**src/rtl/irq_dist_pkg.sv**
```systemverilog
package irq_dist_pkg;
  localparam int ID_W        = 10;
  localparam int SPURIOUS_ID = 1023;

  localparam int A_CTRL      = 'h00;
  localparam int A_EN_SET    = 'h01;
  localparam int A_EN_CLR    = 'h02;
  localparam int A_MODE      = 'h03;
  localparam int A_ACK       = 'h04;
  localparam int A_EOI       = 'h05;
  localparam int A_PEND      = 'h06;
  localparam int A_ACTV      = 'h07;
  localparam int A_PRIO_BASE = 'h20;
  localparam int A_TGT_BASE  = 'h40;

  // encoding is {active, pending}
  typedef enum logic [1:0] {
    ST_IDLE     = 2'b00,
    ST_PEND     = 2'b01,
    ST_ACT      = 2'b10,
    ST_ACT_PEND = 2'b11
  } irq_state_e;
endpackage

```
**src/rtl/irq_src.sv**
```systemverilog
module irq_src
  import irq_dist_pkg::*;
(
  input  logic clk_i,
  input  logic rst_ni,
  input  logic line_i,
  input  logic edge_i,
  input  logic ack_i,
  input  logic eoi_i,
  output logic pend_o,
  output logic act_o
);
  irq_state_e state_q;
  logic       line_q, pend_n, act_n;

  assign pend_o = state_q[0];
  assign act_o  = state_q[1];

  always_comb begin
    act_n = (act_o | ack_i) & ~eoi_i;
    if (edge_i) pend_n = (pend_o & ~ack_i) | (line_i & ~line_q);
    else        pend_n = line_i;
  end

  always_ff @(posedge clk_i or negedge rst_ni) begin
    if (!rst_ni) begin
      state_q <= ST_IDLE;
      line_q  <= 1'b0;
    end else begin
      state_q <= irq_state_e'({act_n, pend_n});
      line_q  <= line_i;
    end
  end
endmodule

```
**src/rtl/irq_arb.sv**
```systemverilog
module irq_arb #(
  parameter int N      = 8,
  parameter int PRIO_W = 4,
  parameter int IDX_W  = 3
) (
  input  logic [N-1:0]      elig_i,
  input  logic [PRIO_W-1:0] prio_i [N],
  output logic              valid_o,
  output logic [IDX_W-1:0]  win_o
);
  logic [PRIO_W-1:0] best;

  always_comb begin
    valid_o = 1'b0;
    win_o   = '0;
    best    = '1;
    for (int i = 0; i < N; i++) begin
      // strict compare keeps the lower ID on ties
      if (elig_i[i] && (!valid_o || prio_i[i] < best)) begin
        valid_o = 1'b1;
        win_o   = IDX_W'(i);
        best    = prio_i[i];
      end
    end
  end
endmodule

```
**src/rtl/irq_dist.sv**
```systemverilog
module irq_dist
  import irq_dist_pkg::*;
#(
  parameter int NUM_IRQ = 8,
  parameter int PRIO_W  = 4,
  parameter int ADDR_W  = 8,
  parameter int DATA_W  = 32
) (
  input  logic               clk_i,
  input  logic               rst_ni,
  input  logic [NUM_IRQ-1:0] irq_line_i,
  input  logic               req_i,
  input  logic               we_i,
  input  logic [ADDR_W-1:0]  addr_i,
  input  logic [DATA_W-1:0]  wdata_i,
  output logic [DATA_W-1:0]  rdata_o,
  output logic               rvalid_o,
  output logic               irq_o
);
  localparam int IDX_W      = (NUM_IRQ > 1) ? $clog2(NUM_IRQ) : 1;
  localparam int PRIO_PER_W = DATA_W / PRIO_W;
  localparam int TGT_W      = 8;
  localparam int TGT_PER_W  = DATA_W / TGT_W;

  logic               cpu_en_q;
  logic [NUM_IRQ-1:0] en_q, mode_q;
  logic [PRIO_W-1:0]  prio_q [NUM_IRQ];
  logic [TGT_W-1:0]   tgt_q  [NUM_IRQ];

  logic [NUM_IRQ-1:0] pend, act, elig, ack_vec, eoi_hit;
  logic               win_valid, wr, rd, ack_fire;
  logic [IDX_W-1:0]   win;
  logic [DATA_W-1:0]  rd_mux;

  assign wr       = req_i & we_i;
  assign rd       = req_i & ~we_i;
  assign ack_fire = rd && (addr_i == ADDR_W'(A_ACK));

  for (genvar g = 0; g < NUM_IRQ; g++) begin : g_src
    assign elig[g]    = pend[g] & ~act[g] & en_q[g] & tgt_q[g][0];
    assign ack_vec[g] = ack_fire & win_valid & (win == IDX_W'(g));
    assign eoi_hit[g] = wr && (addr_i == ADDR_W'(A_EOI)) &&
                        (wdata_i[ID_W-1:0] == ID_W'(g));
    irq_src i_src (
      .clk_i (clk_i),
      .rst_ni(rst_ni),
      .line_i(irq_line_i[g]),
      .edge_i(mode_q[g]),
      .ack_i (ack_vec[g]),
      .eoi_i (eoi_hit[g]),
      .pend_o(pend[g]),
      .act_o (act[g])
    );
  end

  irq_arb #(.N(NUM_IRQ), .PRIO_W(PRIO_W), .IDX_W(IDX_W)) i_arb (
    .elig_i (elig),
    .prio_i (prio_q),
    .valid_o(win_valid),
    .win_o  (win)
  );

  always_ff @(posedge clk_i or negedge rst_ni) begin
    if (!rst_ni) begin
      cpu_en_q <= 1'b0;
      en_q     <= '0;
      mode_q   <= '0;
      for (int i = 0; i < NUM_IRQ; i++) begin
        prio_q[i] <= '0;
        tgt_q[i]  <= '0;
      end
    end else if (wr) begin
      if (addr_i == ADDR_W'(A_CTRL))   cpu_en_q <= wdata_i[0];
      if (addr_i == ADDR_W'(A_EN_SET)) en_q     <= en_q | wdata_i[NUM_IRQ-1:0];
      if (addr_i == ADDR_W'(A_EN_CLR)) en_q     <= en_q & ~wdata_i[NUM_IRQ-1:0];
      if (addr_i == ADDR_W'(A_MODE))   mode_q   <= wdata_i[NUM_IRQ-1:0];
      for (int i = 0; i < NUM_IRQ; i++) begin
        if (addr_i == ADDR_W'(A_PRIO_BASE + i / PRIO_PER_W))
          prio_q[i] <= wdata_i[(i % PRIO_PER_W) * PRIO_W +: PRIO_W];
        if (addr_i == ADDR_W'(A_TGT_BASE + i / TGT_PER_W))
          tgt_q[i] <= wdata_i[(i % TGT_PER_W) * TGT_W +: TGT_W];
      end
    end
  end

  always_comb begin
    rd_mux = '0;
    case (addr_i)
      ADDR_W'(A_CTRL):   rd_mux[0] = cpu_en_q;
      ADDR_W'(A_EN_SET),
      ADDR_W'(A_EN_CLR): rd_mux = DATA_W'(en_q);
      ADDR_W'(A_MODE):   rd_mux = DATA_W'(mode_q);
      ADDR_W'(A_ACK):    rd_mux = win_valid ? DATA_W'(win) : DATA_W'(SPURIOUS_ID);
      ADDR_W'(A_PEND):   rd_mux = DATA_W'(pend);
      ADDR_W'(A_ACTV):   rd_mux = DATA_W'(act);
      default: begin
        for (int i = 0; i < NUM_IRQ; i++) begin
          if (addr_i == ADDR_W'(A_PRIO_BASE + i / PRIO_PER_W))
            rd_mux[(i % PRIO_PER_W) * PRIO_W +: PRIO_W] = prio_q[i];
          if (addr_i == ADDR_W'(A_TGT_BASE + i / TGT_PER_W))
            rd_mux[(i % TGT_PER_W) * TGT_W +: TGT_W] = tgt_q[i];
        end
      end
    endcase
  end

  always_ff @(posedge clk_i or negedge rst_ni) begin
    if (!rst_ni) begin
      rdata_o  <= '0;
      rvalid_o <= 1'b0;
      irq_o    <= 1'b0;
    end else begin
      rvalid_o <= rd;
      if (rd) rdata_o <= rd_mux;
      irq_o <= cpu_en_q & win_valid;
    end
  end
endmodule

```
**config.mk**
```make
export PLATFORM = sky130hd
export DESIGN_NAME = irq_dist
export DESIGN_NICKNAME = d
export VERILOG_FILES = /design/src/rtl/irq_dist_pkg.sv /design/src/rtl/irq_src.sv /design/src/rtl/irq_arb.sv /design/src/rtl/irq_dist.sv
export SDC_FILE = /design/constraint.sdc
export NUM_CORES = 1
export LEC_CHECK = 0
export BUFFER_PORTS_ARGS = -buffer_cell sky130_fd_sc_hd__buf_4
export CORE_MARGIN = 3
export CORE_UTILIZATION = 45
export DETAILED_ROUTE_END_ITERATION = 8
export PLACE_DENSITY = 0.66
export SYNTH_ARGS = -nofsm -noshare
export SYNTH_HDL_FRONTEND = slang
export SYNTH_SLANG_ARGS = --single-unit
```
**constraint.sdc**
```tcl
create_clock -name clk_i -period 9.7 [get_ports clk_i]
set_clock_uncertainty 0.05 [all_clocks]
set_input_delay 1.94 -clock clk_i [delete_from_list [all_inputs] [get_ports clk_i]]
set_output_delay 1.94 -clock clk_i [all_outputs]
set_load 0.05 [all_outputs]
```
* Word level (Yosys, flattened, before mapping)
Cells that the tools add are included.
** Cells by class
- Magnitude comparators :: 7
- Eq/ne operators :: 24
- Muxes and demuxes :: 51
- Bitwise logic cells :: 112
- Reduce and logical (&&, ||, !) cells :: 42
** Operators by type and width (count)
- $pmux 31 s6 :: 1
- $mux 8 :: 10
- $and 1x1->1 :: 60
- $mux 4 :: 15
- $eq 10x3->1 const B :: 4
- $not 1->1 :: 33
- $eq 8x3->1 const B :: 4
- $lt 4x4->1 :: 7
- $eq 10x2->1 const B :: 2
- $logic_and 1x1->1 :: 17
- $mux 1 :: 17
- $eq 8x2->1 const B :: 2
- $eq 8x7->1 const B :: 2
- $or 1x1->1 :: 16
- $eq 3x3->1 const B :: 4
- $mux 3 :: 4
- $reduce_and 2->1 :: 6
- $eq 10x1->1 const B :: 1
- $logic_not 10->1 :: 1
- $mux 10 :: 1
- $and 8x8->8 :: 1
- $eq 8x1->1 const B :: 1
- $eq 8x6->1 const B :: 1
- $logic_not 8->1 :: 1
- other kinds (11) :: 25
** Word-level totals
- Bits in registers :: 171
- Bits of input ports :: 52

* Logic depth before layout (Yosys ltp)
- Word-level depth :: 39
- Gate-level depth with buffers :: 61
- Mapped depth without buffers :: 57

* By module
A second synthesis with hierarchy kept.
** Unflattened totals
- Cell total of the unflattened synthesis :: 821
- Area, all modules :: 9125.0 µm²
** By module, submodules not included
- irq_dist :: instances 1, cells each 562, area each 6919.1 µm²
- irq_arb :: instances 1, cells each 195, area each 1405.1 µm²
- irq_src :: instances 8, cells each 8, area each 100.1 µm²

* Worst setup path before layout
OpenSTA, ideal clock, no wires.
- Path kind :: flip-flop to flip-flop
- Start :: register g_src[0].i_src.state_q[1]
- End :: register g_src[4].i_src.state_q[1]
- Data arrival time :: 10671 ps
- Setup slack :: -1087 ps
- Stages on the path, launching flop included :: 60
- Cells stage by stage :: dfrtp_1 nand4b_2 nor2_1 ha_1 nor2_1 nor2_1 nor2_1 a31o_2 nand2b_1 o211ai_1 maj3_1 inv_1 maj3_1 o21ai_0 mux2i_1 inv_1 ha_1 and3_1 [... 24 more ...] a21o_1 nor2b_1 nor3_1 nand2b_1 o211ai_4 buf_2 a21oi_1 ha_1 a21o_1 a21oi_1 o21a_1 nand3b_1 nor2_1 o211ai_1 o311ai_4 buf_6 nor4_2 o32a_1
** Between the ends
- Word-level cells in the longest chain between the ends :: 37
- Elaborated cells between the ends (all ways) :: 59
- Those cells by class :: order compare: 7; eq/ne: 1; mux: 22; bitwise: 8; reduce/logical: 21
** Ends and longest elaborated chain
- start: declaration :: RTL line irq_src.sv:13 : irq_state_e state_q;
- start signal: assignment :: RTL line irq_src.sv:30 : state_q <= irq_state_e'({act_n, pend_n});
- $not 1->1 * :: RTL line irq_dist.sv:40 : assign elig[g] = pend[g] & ~act[g] & en_q[g] & tgt_q[g][0];
- $and 1x1->1 * (3 in series) :: RTL line irq_dist.sv:40
- $mux 4 / $mux 1 (equally long branches) :: RTL line irq_arb.sv:19 : if (elig_i[i] && (!valid_o || prio_i[i] < best)) begin
- $lt 4x4->1 / $logic_not 1->1 (equally long branches) :: RTL line irq_arb.sv:19
- $logic_or 1x1->1 :: RTL line irq_arb.sv:19
- $logic_and 1x1->1 :: RTL line irq_arb.sv:19
- $mux 4 / $mux 1 (equally long branches) :: RTL line irq_arb.sv:19
- $lt 4x4->1 / $logic_not 1->1 (equally long branches) :: RTL line irq_arb.sv:19
- [... 20 more ...]
- $logic_or 1x1->1 :: RTL line irq_arb.sv:19
- $logic_and 1x1->1 :: RTL line irq_arb.sv:19
- $mux 3 / $mux 1 (equally long branches) :: RTL line irq_arb.sv:19
- $eq 3x3->1 / $and 1x1->1 (equally long branches) :: RTL line irq_dist.sv:41 : assign ack_vec[g] = ack_fire & win_valid & (win == IDX_W'(g));
- $and 1x1->1 * :: RTL line irq_dist.sv:41
- $or 1x1->1 * :: RTL line irq_src.sv:20 : act_n = (act_o | ack_i) & ~eoi_i;
- $and 1x1->1 * :: RTL line irq_src.sv:20
- net g_src[4].i_src.act_n :: RTL line irq_src.sv:14 : logic line_q, pend_n, act_n;
- end signal: assignment :: RTL line irq_src.sv:30
- end: declaration :: RTL line irq_src.sv:13
The timed path passes the listed nets; every way through them passes the cells marked *.
A chain may end at the register's enable or synchronous reset.

==> results.json <==
{
  "peakVddDrop_v": 0.000127,
  "p_sw_mw": 0.385,
  "cp-start-kind": "flip-flop",
  "wl_per_cell_um": 21.8,
  "critical_path.top_delay_family": "compound AO/OA/AOI/OAI gates",
  "worstPathArrival_ns": 10.35,
  "grt_overflow": 0,
  "worstHoldStart": "rdata_o[12]",
  "synth_most_common_cell": "dfrtp_1",
  "placed_cells": 1103,
  "synth_edf_count": 0,
  "rsz0062_at_grt": "yes",
  "finalCriticalPeriod_ns": 10.09,
  "drv_cap": 0,
  "synth-seq-area-share_pct": 49.8,
  "grtUsageTotal_pct": 24.6,
  "die_w_um": 144,
  "netlist_top_cells_area": "dfrtp_1 50%, mux2_2 14%, nand2_1 4.1%, a222oi_1 4.0%, o21ai_0 2.3%",
  "timing.hold.ws_ns": 0.436,
  "critPathMaxFanout": 7,
  "dr.pass1.iters": 7,
  "synthFlopType": "dfrtp_1",
  "grt_pass1_vias": 7396,
  "clkTransAtPathRegs_ns": 0.07,
  "ys_warn_count": 0,
  "antenna_left": 0,
  "syn_area_mm2": 0.00859,
  "rrSetupSlack_ns": -0.39,
  "leakage_nw": 5.12,
  "synth_area_leader_cell": "dfrtp_1",
  "setup_violations": 19,
  "insertion_delay_ns": 0.43,
  "hold_class": "flip-flop to flip-flop",
  "drcViolationCount": 0,
  "htree_levels": 4,
  "grt_pass1_wl_mm": 39.5,
  "ys_types": 80,
  "hold_viol": 0,
  "ys_seq_elements": 171,
  "cpPeakStageDelay_ns": 0.42,
  "grt_max_degree": 88,
  "synthToLayoutAreaGrowth_pct": 27.3,
  "critPathSlowestCell": "dfrtp_1",
  "drive_gt1_share_pct": 40.8,
  "relSlewSlack_pct": 30.2,
  "swShare_pct": 25.2,
  "nets": 979,
  "fin_crit_sh_pct": 104,
  "syn_area_per_cell_um2": 11.2,
  "dp_hpwl_mm": 17.1,
  "cts_buffers": 17,
  "timing.critical_path.buf_inv": 7,
  "clkSinkCount": 171,
  "drv_slew": 0,
  "vias": 7088,
  "netlist_top_cells_count": "171 x dfrtp_1, 104 x mux2_2, 93 x nand2_1, 40 x o21ai_0, 34 x a222oi_1",
  "antennaDiodeCount": 0,
  "final.setup.worst_slack_ns": -0.389,
  "syn_nets": 828,
  "io_pins": 86,
  "start_util_pct": 46.9,
  "cts_hold_buf": 0,
  "clkPwrFrac_pct": 44.6,
  "place_ws_ns": -0.496,
  "power_density_mw_per_mm2": 140,
  "antenna_found_initial": 0,
  "fp.coreArea_mm2": 0.0183,
  "vias_per_cell": 6.12,
  "p_seq_share_pct": 49.0,
  "violations": "negative setup slack",
  "cts_max_path_buffers": 2,
  "drt_iter0_drc": 665,
  "worst_pin_slew_ns": 1.05,
  "crit_top_cell": "ha_4",
  "p_comb_share_pct": 6.4,
  "fmax_ghz": 0.0991,
  "outcome": "finished with violations",
  "io_buffers": 85,
  "die_h_um": 144,
  "gp_congestion": 0.959,
  "end_kind": "flip-flop",
  "synthCells": 765,
  "die_area_mm2": 0.0208,
  "finalSetupTns_ns": -5.87,
  "async_flop_share_pct": 100,
  "cts_tree": "yes",
  "cts_root_buf": "clkbuf_16",
  "stdcell_count": 1158,
  "rows": 49,
  "p_int_mw": 1.15,
  "drt_wl_total_mm": 25.3,
  "critPathKind": "flip-flop to flip-flop",
  "required_ns": 9.96,
  "synth_top_area_share_pct": 49.8
}
-- worst paths after layout --
kind	endpoint	cells after the start
max in group asynchronous	prio_q[3]	2
max	g_src[1].i_src.state_q[1]	57
min in group asynchronous	tgt_q[17]	1
min reg2reg	rdata_o[12]	2
min	rdata_o[12]	2
max reg2reg	g_src[1].i_src.state_q[1]	57
-- state kept, by name, indices dropped and copies added, names as in the netlist, named ones only --
signal	count
prio_q	32
cpu_en_q	1
g_src.i_src.line_q	8
tgt_q	64
g_src.i_src.state_q	16
irq_o	1
mode_q	8
rvalid_o	1
rdata_o	32
-- power by group through the flow --
stage	sequential, mW	clock, mW	combinational [mW]
floorplan	0.767	0	0.0310
global placement	0.762	0	0.0936
detailed placement	0.763	0	0.0971
CTS	0.750	0.692	0.0987
global route	0.752	0.719	0.108
finish	0.750	0.682	0.0984
-- placed cells by master, fill, tap and decap left out, drive strengths merged, types with 5 or more instances in the layout --
| master | count |
|---|---|
| mux2 | 105 |
| a21oi | 23 |
| a21o | 5 |
| nand2 | 93 |
| o22a | 7 |
| nor3 | 11 |
| nand3 | 9 |
| and2 | 8 |
| dfrtp | 171 |
| buf | 166 |
| mux2i | 6 |
| nand4b | 9 |
| nor2b | 6 |
| o21a | 7 |
| nor2 | 32 |
| a31oi | 9 |
| ha | 11 |
| o21ai | 52 |
| or2 | 5 |
| nand2b | 12 |
| clkbuf | 19 |
| nor4 | 9 |
| maj3 | 5 |
| and3 | 5 |
| a222oi | 34 |
| a22oi | 13 |
| o211ai | 6 |
| inv | 30 |
-- metrics by stage --
stage                     power, mW  cell area (um2)  util, %
after CTS                      1.54            10800     59.0
after detailed placement      0.860             9960     54.3
after global placement        0.855             9960     54.3
after global routing           1.58            10900     59.7
after floorplan               0.798             8740        -
final                          1.53            10900     59.7
-- kinds of logic (layout without fill, tap and decap cells) --
family | Yosys count | in the layout | synth area share [%]
AND/OR/NAND/NOR | 218 | 218 | 13.3
multiplexers | 111 | 111 | 14.5
flip-flops | 171 | 171 | 49.8
AO/OA/AOI/OAI | 192 | 192 | 17.3
adder cells (fa/ha/maj) | 16 | 16 | 2.18
buffers and inverters | 56 | 220 | 2.72
XOR/XNOR | 1 | 1 | 0.102
-- metal layers --
layer / share of wire, % / up-vias / track usage, % / wire length, um
li1: - / 3205 / - / -
met1: 41 / 3575 / 31.8 / 10400
met2: 50 / 262 / 41.4 / 12700
met3: 6.2 / 46 / 5.09 / 1570
met4: 2.3 / 0 / 8.44 / 589
met5: 0 / - / 0 / 0
-- final cells by class --
type / count / area (um2)
Fill cell: 1488 / 7390
Multi-Input combinational cell: 538 / 4460
Sequential cell: 171 / 4280
Timing Repair Buffer: 166 / 1250
Clock buffer: 19 / 453
Tap cell: 229 / 287
Clock inverter: 13 / 129
Inverter: 22 / 85.1
-- timing repair --
item / CTS / global route
buffers inserted: 18 / 6
gates resized for setup: 27 / 14
cloned: 0 / 0
endpoints found under the setup margin: 19 / 19
pin swaps: 40 / 32
-- tightest hold or removal path, stage by stage (launching register included) --
cell     delay (ns)
dfrtp_1        0.35
nand2_1        0.05
o21ai_0        0.06
Note: power is estimated with default switching activity, not from simulation.
